[src/rtl/adc_host_pkg.sv]
package adc_host_pkg;

  typedef enum logic [1:0] {
    ST_IDLE,
    ST_CNV,
    ST_WAIT,
    ST_XFER
  } host_state_t;

  // number of falling serial-clock edges in one burst
  function automatic int unsigned burst_edges(input bit with_echo,
                                              input int unsigned res_w,
                                              input int unsigned cfg_w);
    return with_echo ? (res_w + cfg_w + 1) : (res_w + 1);
  endfunction

endpackage

[src/rtl/adc_bit_sync.sv]
module adc_bit_sync #(
  parameter int unsigned STAGES   = 2,
  parameter bit          RST_LVL  = 1'b1
) (
  input  logic clk,
  input  logic rst,
  input  logic d,
  output logic q
);

  logic [STAGES-1:0] pipe_q;

  always_ff @(posedge clk) begin
    if (rst) begin
      pipe_q <= {STAGES{RST_LVL}};
    end else begin
      pipe_q <= {pipe_q[STAGES-2:0], d};
    end
  end

  assign q = pipe_q[STAGES-1];

endmodule

[src/rtl/adc_sck_gen.sv]
module adc_sck_gen #(
  parameter int unsigned HALF  = 2,
  parameter int unsigned CNT_W = 5
) (
  input  logic             clk,
  input  logic             rst,
  input  logic             run,
  output logic             sck,
  output logic             fall_stb,
  output logic             rise_stb,
  output logic [CNT_W-1:0] fall_cnt
);

  localparam int unsigned DIV_W = (HALF > 1) ? $clog2(HALF) : 1;
  localparam logic [DIV_W-1:0] DIV_LAST = DIV_W'(HALF - 1);

  logic [DIV_W-1:0] div_q;
  logic             sck_q;
  logic [CNT_W-1:0] falls_q;
  logic             tick;

  assign tick     = run && (div_q == DIV_LAST);
  assign fall_stb = tick && sck_q;
  assign rise_stb = tick && !sck_q;

  always_ff @(posedge clk) begin
    if (rst || !run) begin
      div_q   <= '0;
      sck_q   <= 1'b1;
      falls_q <= '0;
    end else begin
      if (tick) begin
        div_q <= '0;
        sck_q <= ~sck_q;
      end else begin
        div_q <= div_q + 1'b1;
      end
      if (fall_stb) begin
        falls_q <= falls_q + 1'b1;
      end
    end
  end

  assign sck      = sck_q;
  assign fall_cnt = falls_q;

endmodule

[src/rtl/adc_serdes.sv]
module adc_serdes #(
  parameter int unsigned RES_W = 16,
  parameter int unsigned CFG_W = 14,
  parameter int unsigned CNT_W = 5
) (
  input  logic             clk,
  input  logic             rst,
  input  logic             load,
  input  logic [CFG_W-1:0] load_word,
  input  logic             fall_stb,
  input  logic             rise_stb,
  input  logic [CNT_W-1:0] fall_cnt,
  input  logic             sdo,
  output logic             din,
  output logic [RES_W-1:0] res_word,
  output logic [CFG_W-1:0] echo_word
);

  localparam logic [CNT_W-1:0] RES_END  = CNT_W'(RES_W);
  localparam logic [CNT_W-1:0] ECHO_END = CNT_W'(RES_W + CFG_W);

  logic [CFG_W-1:0] tx_q;
  logic             din_q;
  logic [RES_W-1:0] res_q;
  logic [CFG_W-1:0] echo_q;
  logic             in_res;
  logic             in_echo;

  assign in_res  = (fall_cnt != '0) && (fall_cnt <= RES_END);
  assign in_echo = (fall_cnt > RES_END) && (fall_cnt <= ECHO_END);

  always_ff @(posedge clk) begin
    if (rst) begin
      tx_q   <= '0;
      din_q  <= 1'b0;
      res_q  <= '0;
      echo_q <= '0;
    end else if (load) begin
      tx_q  <= load_word;
      din_q <= 1'b0;
    end else begin
      if (fall_stb) begin
        din_q <= tx_q[CFG_W-1];
        tx_q  <= {tx_q[CFG_W-2:0], 1'b0};
      end
      if (rise_stb && in_res) begin
        res_q <= {res_q[RES_W-2:0], sdo};
      end
      if (rise_stb && in_echo) begin
        echo_q <= {echo_q[CFG_W-2:0], sdo};
      end
    end
  end

  assign din       = din_q;
  assign res_word  = res_q;
  assign echo_word = echo_q;

endmodule

[src/rtl/adc_busy_host.sv]
module adc_busy_host
  import adc_host_pkg::*;
#(
  parameter int unsigned CLK_DIV      = 4,
  parameter int unsigned RES_W        = 16,
  parameter int unsigned CFG_W        = 14,
  parameter int unsigned CNV_HIGH_CYC = 3,
  parameter int unsigned TIMEOUT_CYC  = 1000,
  parameter int unsigned SYNC_STAGES  = 2
) (
  input  logic             clk,
  input  logic             rst,
  input  logic             start,
  input  logic             cfg_write_en,
  input  logic [CFG_W-1:0] cfg_in,
  input  logic             readback_en,
  input  logic             sdo_in,
  output logic             cnv,
  output logic             sck,
  output logic             din,
  output logic             busy,
  output logic             done,
  output logic             timeout_err,
  output logic [RES_W-1:0] result,
  output logic [CFG_W-1:0] cfg_readback
);

  localparam int unsigned HALF      = CLK_DIV / 2;
  localparam int unsigned LEN_LONG  = burst_edges(1'b1, RES_W, CFG_W);
  localparam int unsigned LEN_SHORT = burst_edges(1'b0, RES_W, CFG_W);
  localparam int unsigned CNT_W     = $clog2(LEN_LONG + 1);
  localparam int unsigned TMR_MAX   = (CNV_HIGH_CYC > TIMEOUT_CYC) ? CNV_HIGH_CYC : TIMEOUT_CYC;
  localparam int unsigned TMR_W     = $clog2(TMR_MAX + 1);

  host_state_t      state_q;
  logic [TMR_W-1:0] tmr_q;
  logic             echo_sel_q;
  logic             cnv_q;
  logic             busy_q;
  logic             done_q;
  logic             err_q;
  logic [RES_W-1:0] result_q;
  logic [CFG_W-1:0] echo_q;

  logic             sck_run;
  logic             fall_stb;
  logic             rise_stb;
  logic [CNT_W-1:0] fall_cnt;
  logic             sdo_sync;
  logic             data_rdy;
  logic [CNT_W-1:0] burst_len;
  logic             last_rise;
  logic             load_tx;
  logic [CFG_W-1:0] tx_word;
  logic [RES_W-1:0] res_word;
  logic [CFG_W-1:0] echo_word;

  assign sck_run   = (state_q == ST_XFER);
  assign burst_len = echo_sel_q ? CNT_W'(LEN_LONG) : CNT_W'(LEN_SHORT);
  assign last_rise = rise_stb && (fall_cnt == burst_len);
  assign load_tx   = (state_q == ST_IDLE) && start;
  assign tx_word   = cfg_write_en ? cfg_in : '0;
  assign data_rdy  = ~sdo_sync;

  adc_bit_sync #(
    .STAGES (SYNC_STAGES),
    .RST_LVL(1'b1)
  ) u_rdy_sync (
    .clk(clk),
    .rst(rst),
    .d  (sdo_in),
    .q  (sdo_sync)
  );

  adc_sck_gen #(
    .HALF (HALF),
    .CNT_W(CNT_W)
  ) u_sck_gen (
    .clk     (clk),
    .rst     (rst),
    .run     (sck_run),
    .sck     (sck),
    .fall_stb(fall_stb),
    .rise_stb(rise_stb),
    .fall_cnt(fall_cnt)
  );

  adc_serdes #(
    .RES_W(RES_W),
    .CFG_W(CFG_W),
    .CNT_W(CNT_W)
  ) u_serdes (
    .clk      (clk),
    .rst      (rst),
    .load     (load_tx),
    .load_word(tx_word),
    .fall_stb (fall_stb),
    .rise_stb (rise_stb),
    .fall_cnt (fall_cnt),
    .sdo      (sdo_in),
    .din      (din),
    .res_word (res_word),
    .echo_word(echo_word)
  );

  always_ff @(posedge clk) begin
    if (rst) begin
      state_q    <= ST_IDLE;
      tmr_q      <= '0;
      echo_sel_q <= 1'b0;
      cnv_q      <= 1'b0;
      busy_q     <= 1'b0;
      done_q     <= 1'b0;
      err_q      <= 1'b0;
      result_q   <= '0;
      echo_q     <= '0;
    end else begin
      done_q <= 1'b0;
      case (state_q)
        ST_IDLE: begin
          if (start) begin
            state_q    <= ST_CNV;
            cnv_q      <= 1'b1;
            busy_q     <= 1'b1;
            err_q      <= 1'b0;
            echo_sel_q <= readback_en;
            tmr_q      <= TMR_W'(CNV_HIGH_CYC - 1);
          end
        end
        ST_CNV: begin
          if (tmr_q == '0) begin
            cnv_q   <= 1'b0;
            state_q <= ST_WAIT;
            tmr_q   <= TMR_W'(TIMEOUT_CYC - 1);
          end else begin
            tmr_q <= tmr_q - 1'b1;
          end
        end
        ST_WAIT: begin
          if (data_rdy) begin
            state_q <= ST_XFER;
          end else if (tmr_q == '0) begin
            err_q   <= 1'b1;
            busy_q  <= 1'b0;
            state_q <= ST_IDLE;
          end else begin
            tmr_q <= tmr_q - 1'b1;
          end
        end
        ST_XFER: begin
          if (last_rise) begin
            state_q  <= ST_IDLE;
            busy_q   <= 1'b0;
            done_q   <= 1'b1;
            result_q <= res_word;
            if (echo_sel_q) begin
              echo_q <= echo_word;
            end
          end
        end
        default: state_q <= ST_IDLE;
      endcase
    end
  end

  assign cnv          = cnv_q;
  assign busy         = busy_q;
  assign done         = done_q;
  assign timeout_err  = err_q;
  assign result       = result_q;
  assign cfg_readback = echo_q;

endmodule

[config.mk]
export PLATFORM = sky130hd
export DESIGN_NAME = adc_busy_host
export DESIGN_NICKNAME = d
export VERILOG_FILES = /design/src/rtl/adc_host_pkg.sv /design/src/rtl/adc_bit_sync.sv /design/src/rtl/adc_sck_gen.sv /design/src/rtl/adc_serdes.sv /design/src/rtl/adc_busy_host.sv
export SDC_FILE = /design/constraint.sdc
export NUM_CORES = 1
export LEC_CHECK = 0
export ABC_AREA = 1
export BUFFER_PORTS_ARGS = -buffer_cell sky130_fd_sc_hd__buf_2
export CAP_MARGIN = 10
export CORE_ASPECT_RATIO = 0.5
export CORE_UTILIZATION = 35
export CTS_CLUSTER_DIAMETER = 150
export DETAILED_ROUTE_END_ITERATION = 16
export MAX_ROUTING_LAYER = met4
export PLACE_DENSITY = 0.63
export SLEW_MARGIN = 25
export SYNTH_ARGS = -nofsm -noshare
export SYNTH_HDL_FRONTEND = slang
export SYNTH_HIERARCHICAL = 1
export SYNTH_SLANG_ARGS = --single-unit
[constraint.sdc]
create_clock -name clk -period 4.5 [get_ports clk]
set_input_delay 0.675 -clock clk [delete_from_list [all_inputs] [get_ports clk]]
set_output_delay 0.675 -clock clk [all_outputs]
set_load 0.01 [all_outputs]
==> impl_metrics.ini, run 1 <==
[status]
status = complete, but fails checks
violations = DRC

[timing]
period_share_pct = 51.1
tns_ns = 0
setup_viol = 0
skew_ns = 0.00696
worstMarginPinSlew_ns = 0.884
fmax_ghz = 0.435
slew_headroom_pct = 40.7
fin_crit_ns = 2.30
rsz0062_at_grt = false
maxSlewViolCount = 0
hold_viol_final = 0

[grt]
grt_pass1_vias = 3689
antenna_found_initial = 0
gr-total-overflow = 0
track_usage_pct = 15.2
grt_start_max_net_pins = 43
grt_pass1_wl_um = 16800

[floorplan]
die_x_um = 166
pin_count = 56
rows = 29
initial_core_util_pct = 36.5
coreArea_um2 = 12900
die-area_um2 = 13900
die_h_um = 83.9

[clock_tree]
postCtsHoldBufs = 0
cts_buffers = 9
clk_latency_ns = 0.35
cts_max_level = 3
cts.clk_slew.worst_paths_ns = 0.07
cts_tree = built
cts_resized = 0
clkSinkCount = 101
clk_path_buf_depth = 2
post_cts_buffers = 0
root_buffer = clkbuf_16

[drt]
drc = 1
wirelength_um = 9520
wl_per_cell_um = 10.8
ant_nets = 0
dr.pass1.iters = 12
drtIter0Drc = 258
vias = 3986
via_per_inst = 4.53

[setup_path]
crit_arrival_ns = 2.52
critPathMaxFanout = 28
criticalPathCategory = flop to flop
cp.required_ns = 4.72
crit_path_start_kind = flop
critPathCaptureType = flop

[synth]
synth_edf_count = 0
synthCells = 661
synth_nets = 689
postSynthAreaPerCell_um2 = 7.11
ys_ff_latch = 101
yosysSeqAreaShare_pct = 43.0
ys_types = 39
ys_warn_count = 6
syn-cell-area_um2 = 4700
async_reset_ff_share_pct = 0
synthFlopType = dfxtp_1

[power_and_ir_drop]
leakage_nw = 2.60
p_seq_share_pct = 37.5
p_switching_w = 0.000901
finalPower_w = 0.00267
combPwrFrac_pct = 29.8
vdd_drop_max_v = 0.000196
p_int_w = 0.00177
power.share.clock_pct = 32.7
p_per_area_nw_per_um2 = 498
swShare_pct = 33.7

[finish]
final_cells = 879
seqCellArea_um2 = 2020
layout_commonest_cell = nand2_1
area_growth_pct = 14.3
diodes = 0
final_cell_mix = nand2_1 (133), nor2_1 (118), dfxtp_1 (101), inv_1 (82), buf_2 (55)
fin_nets = 732
drive_gt1_share_pct = 15.7
multi_input_area_um2 = 2150
n_fill_cell = 1321

[place]
io_buffer_count = 55
hpwl_um = 6560
place_inst = 863
gp_congestion = 0.860

[min_path]
hold_class = flop to flop

[flow_run]
maxCapViolCount = 0
==> state kept, by name, summed over array words and instances, names as in the netlist, 2 cells and up <==
signal / flops
tmr_q: 10
u_serdes/tx_q: 14
state_q: 2
cfg_readback: 14
result: 16
u_serdes/echo_word: 14
u_rdy_sync/pipe_q: 2
u_sck_gen/fall_cnt: 5
u_serdes/res_word: 16
==> worst paths after layout <==
kind,from,endpoint,slack [ns],cells after the start
setup / recovery,state_q[1],cfg_readback[6],2.20,9
hold / removal,u_rdy_sync/pipe_q[0],u_rdy_sync/pipe_q[1],0.41,2
setup reg to reg,state_q[1],cfg_readback[6],2.20,9
hold reg to reg,u_rdy_sync/pipe_q[0],u_rdy_sync/pipe_q[1],0.41,2
==> routing by layer <==
metal	track usage (%)	share of wire, %	up-vias
li1	-	-	2156
met1	18.9	52	1788
met2	23.8	43	33
met3	3.94	2.7	9
met4	5.18	1.3	0
met5	-	0	-
==> cell type report <==
| type | instances | share of cell area, % |
|---|---|---|
| flip-flops and latches | 101 | 37.7 |
| clock buffers | 10 | 4.27 |
| multi-input cells | 443 | 40.1 |
| repair buffers | 55 | 5.13 |
| inverters | 94 | 6.76 |
| well taps | 170 | 3.96 |
| clock inverters | 6 | 2.08 |
==> synthesized netlist by cell type, drive strengths merged (2+ instances only) <==
master / count / area [um^2]
ha: 8 / 100
nand3b: 2 / 27.5
xor2: 3 / 26.3
clkinv: 2 / 10.0
nand4: 3 / 18.8
nor3: 4 / 20.0
dfxtp: 101 / 2020
inv: 92 / 353
clkbuf: 6 / 22.5
o21ai: 60 / 308
nand3: 54 / 310
a21oi: 35 / 190
nor2: 129 / 561
nand2: 138 / 541
buf: 17 / 136
or2: 2 / 15.0
==> kinds of logic after synthesis <==
| kind of cell | count (synthesis) | synth area share [%] |
|---|---|---|
| and+or+nand+nor | 333 | 31.9 |
| adders and majority gates | 8 | 2.13 |
| buffers and inverters | 117 | 11.1 |
| AOI/OAI and AO/OA | 98 | 11.1 |
| xor gates and xnor gates | 4 | 0.746 |
| DFF | 101 | 43.0 |
==> power by group through the flow <==
stage / combinational [W] / clock, W / sequential, W
after floorplan: 0.000660 / 0 / 0.00101
after global placement: 0.000784 / 0 / 0.00102
after detailed placement: 0.000795 / 0 / 0.00102
after CTS: 0.000798 / 0.000897 / 0.00100
after global routing: 0.000906 / 0.000935 / 0.00101
final: 0.000797 / 0.000876 / 0.00100
==> per-stage QoR <==
stage	worst slack, ns	util (%)	hold slack, ns	cell area [um^2]
global placement	2.24	39.0	0.397	5030
CTS	2.17	41.7	0.423	5370
floorplan	2.71	-	0.387	4700
detailed placement	2.20	39.0	0.403	5030
finish	2.20	41.7	0.415	5370
global route	1.96	41.7	0.458	5370
==> worst max-delay path, cell delays in order (launching register included) <==
cell and delay, ns:
dfxtp_1 0.41, ha_1 0.35, nand3_1 0.15, inv_1 0.16, nand3_1 0.09, nand3b_4 0.21
nor2_8 0.26, nand2_4 0.23, o21ai_0 0.25, a21oi_1 0.07
Power figures use the tool's default switching activity.
==> run 2: changes to the inputs <==
--- a/config.mk
+++ b/config.mk
@@ -13,7 +13,7 @@
 export CTS_CLUSTER_DIAMETER = 150
 export DETAILED_ROUTE_END_ITERATION = 16
 export MAX_ROUTING_LAYER = met4
-export PLACE_DENSITY = 0.63
+export PLACE_DENSITY = 0.64
 export SLEW_MARGIN = 25
 export SYNTH_ARGS = -nofsm -noshare
 export SYNTH_HDL_FRONTEND = slang
==> constraint.sdc (replaced) <==
create_clock -name clk -period 2.1 [get_ports clk]
set_input_delay 0.315 -clock clk [delete_from_list [all_inputs] [get_ports clk]]
set_output_delay 0.315 -clock clk [all_outputs]
set_load 0.01 [all_outputs]
==> run 2 against run 1 <==
  * The run now ends clean
  * Clock power rose by 79%
  * Non-clock buffer count increased by 9
  * First-iteration DRC count decreased by 23%
  * Critical path depth unchanged
  * Worst hold slack lost 0.25 ns
  * Total power is 100% higher
  * Setup slack got worse by 2.0 ns
  * Flip-flop and latch count stayed put
  * Sequential share of layout area is 0.14 points lower
  * Maximum frequency increased by 21%
  * Clock skew down 0.0010 ns
  * Combinational power is 120% higher
  * Largest cell class unchanged
  * Highest routed layer unchanged
==> impl_metrics.ini, run 2 (synthesis results as in run 1) <==
[status]
status = complete, no violations

[clock_tree]
cts_buffers = 9
cts_max_level = 3
cts.clk_slew.worst_paths_ns = 0.07
clk_latency_ns = 0.34
clkSinkCount = 101
postCtsHoldBufs = 0
post_cts_buffers = 0
clk_path_buf_depth = 2
root_buffer = clkbuf_16
cts_tree = built

[grt]
antenna_found_initial = 0
grt_pass1_wl_um = 16800
gr-total-overflow = 0
track_usage_pct = 15.1
grt_start_max_net_pins = 31
grt_pass1_vias = 3656

[power_and_ir_drop]
vdd_drop_max_v = 0.000361
combPwrFrac_pct = 31.7
p_per_area_nw_per_um2 = 1010
p_seq_share_pct = 39.5
swShare_pct = 35.3
leakage_nw = 2.62
power.share.clock_pct = 28.7
p_switching_w = 0.00192
p_int_w = 0.00353

[floorplan]
initial_core_util_pct = 36.5
rows = 29
coreArea_um2 = 12900
die_x_um = 166
die-area_um2 = 13900
pin_count = 56
die_h_um = 83.9

[min_path]
hold_class = input pin to flop
hold_path_startpoint = sdo_in

[setup_path]
cpMaxStageDelayCell = dfxtp_1
path_common_cell = nand3_1
cp_slowest_stage_delay_ns = 0.41
criticalPathCategory = flop to flop
critPathCaptureType = flop
cp.required_ns = 2.33
r2r_start = state_q[1]
crit_start = state_q[1]
crit_arrival_ns = 2.13
r2r_slack_ns = 0.20
crit_chain = ha_1 > nand3_1 > inv_1 > nand3_1 > nand3b_4 > nor2_8 > nand2_4 > o21ai_0 > a21oi_1
crit_path_start_kind = flop
critPathMaxFanout = 28

[drt]
drc = 0
drtIter0Drc = 198
dr.pass1.iters = 4
via_per_inst = 4.51
wirelength_um = 9790
ant_nets = 0
wl_per_cell_um = 11.0
vias = 4004

[timing]
rsz0062_at_grt = false
setup_viol = 0
fin_crit_ns = 1.90
tns_ns = 0
slew_headroom_pct = 68.6
period_share_pct = 90.6
hold_viol_final = 0
skew_ns = 0.00596
worstMarginPinSlew_ns = 0.469
fmax_ghz = 0.525
hold_ws_ns = 0.161
maxSlewViolCount = 0

[finish]
fin_nets = 741
diodes = 0
final_cell_mix = nand2_1 (133), nor2_1 (118), dfxtp_1 (101), inv_1 (84), buf_2 (55)
area_growth_pct = 14.7
layout_commonest_cell = nand2_1
drive_gt1_share_pct = 16.4

[place]
gp_congestion = 0.871
io_buffer_count = 55
hpwl_um = 6830

[flow_run]
maxCapViolCount = 0
-- run 2: cell count changes in the layout (fill, tap and decap cells not counted), sizes merged --
cell	previous run	this run
clkinv	5	3
clkinvlp	1	2
inv	91	92
clkbuf	10	13
bufinv	3	0
buf	55	64
-- run 2: timing repair --
| item | CTS | global route |
|---|---|---|
| endpoints found under the setup margin | 0 | 1 |
| endpoints found under the hold margin | 0 | 0 |
| gates resized for setup | 0 | 1 |
-- run 2: final cells by class --
type | count | area [um^2]
Fill cell | 1304 | 7490
Multi-Input combinational cell | 443 | 2150
Sequential cell | 101 | 2020
Inverter | 94 | 363
Timing Repair Buffer | 64 | 355
Clock buffer | 13 | 260
Tap cell | 170 | 213
Clock inverter | 3 | 20.0
-- run 2: critical path, delay by kind of cell (launching register included) --
family                     cells  cell delay (ns)
and+or+nand+nor                5             0.76
DFF                            1             0.41
AOI/OAI and AO/OA              2             0.27
adders and majority gates      1             0.20
buffers and inverters          1             0.13
-- run 2: path summary, 6_finish.rpt --
check	endpoint	cells past startpoint
worst max register to register	cfg_readback[3]	9
worst min register to register	cfg_readback[10]	2
worst min-delay path	u_rdy_sync/pipe_q[0]	3
worst max-delay path	cfg_readback[3]	9
-- run 2: routing by layer --
metal / part of all wire, % / wire (um) / vias up / GRT usage (%)
met1: 51 / 4980 / 1787 / 18.9
met4: 1.1 / 107 / 0 / 4.33
met5: 0 / 0 / - / -
met2: 44 / 4340 / 51 / 24.2
met3: 3.6 / 357 / 10 / 3.94
li1: - / - / 2156 / -
-- run 2: through the flow --
step,util [%],power (W),area (um^2),std cells,setup WS (ns)
floorplan,-,0.00359,4700,661,0.306
global placement,39.6,0.00390,5110,872,0.260
detailed placement,39.6,0.00393,5110,872,0.179
CTS,41.8,0.00551,5390,888,0.172
global route,41.8,0.00582,5390,888,0.00377
finish,41.8,0.00545,5390,888,0.197
-- run 2: power groups by stage --
stage | sequential [W] | combinational (W) | clock (W)
after CTS | 0.00215 | 0.00174 | 0.00162
after detailed placement | 0.00220 | 0.00173 | 0
after floorplan | 0.00217 | 0.00141 | 0
final | 0.00215 | 0.00173 | 0.00157
after global placement | 0.00219 | 0.00171 | 0
after global routing | 0.00217 | 0.00196 | 0.00169
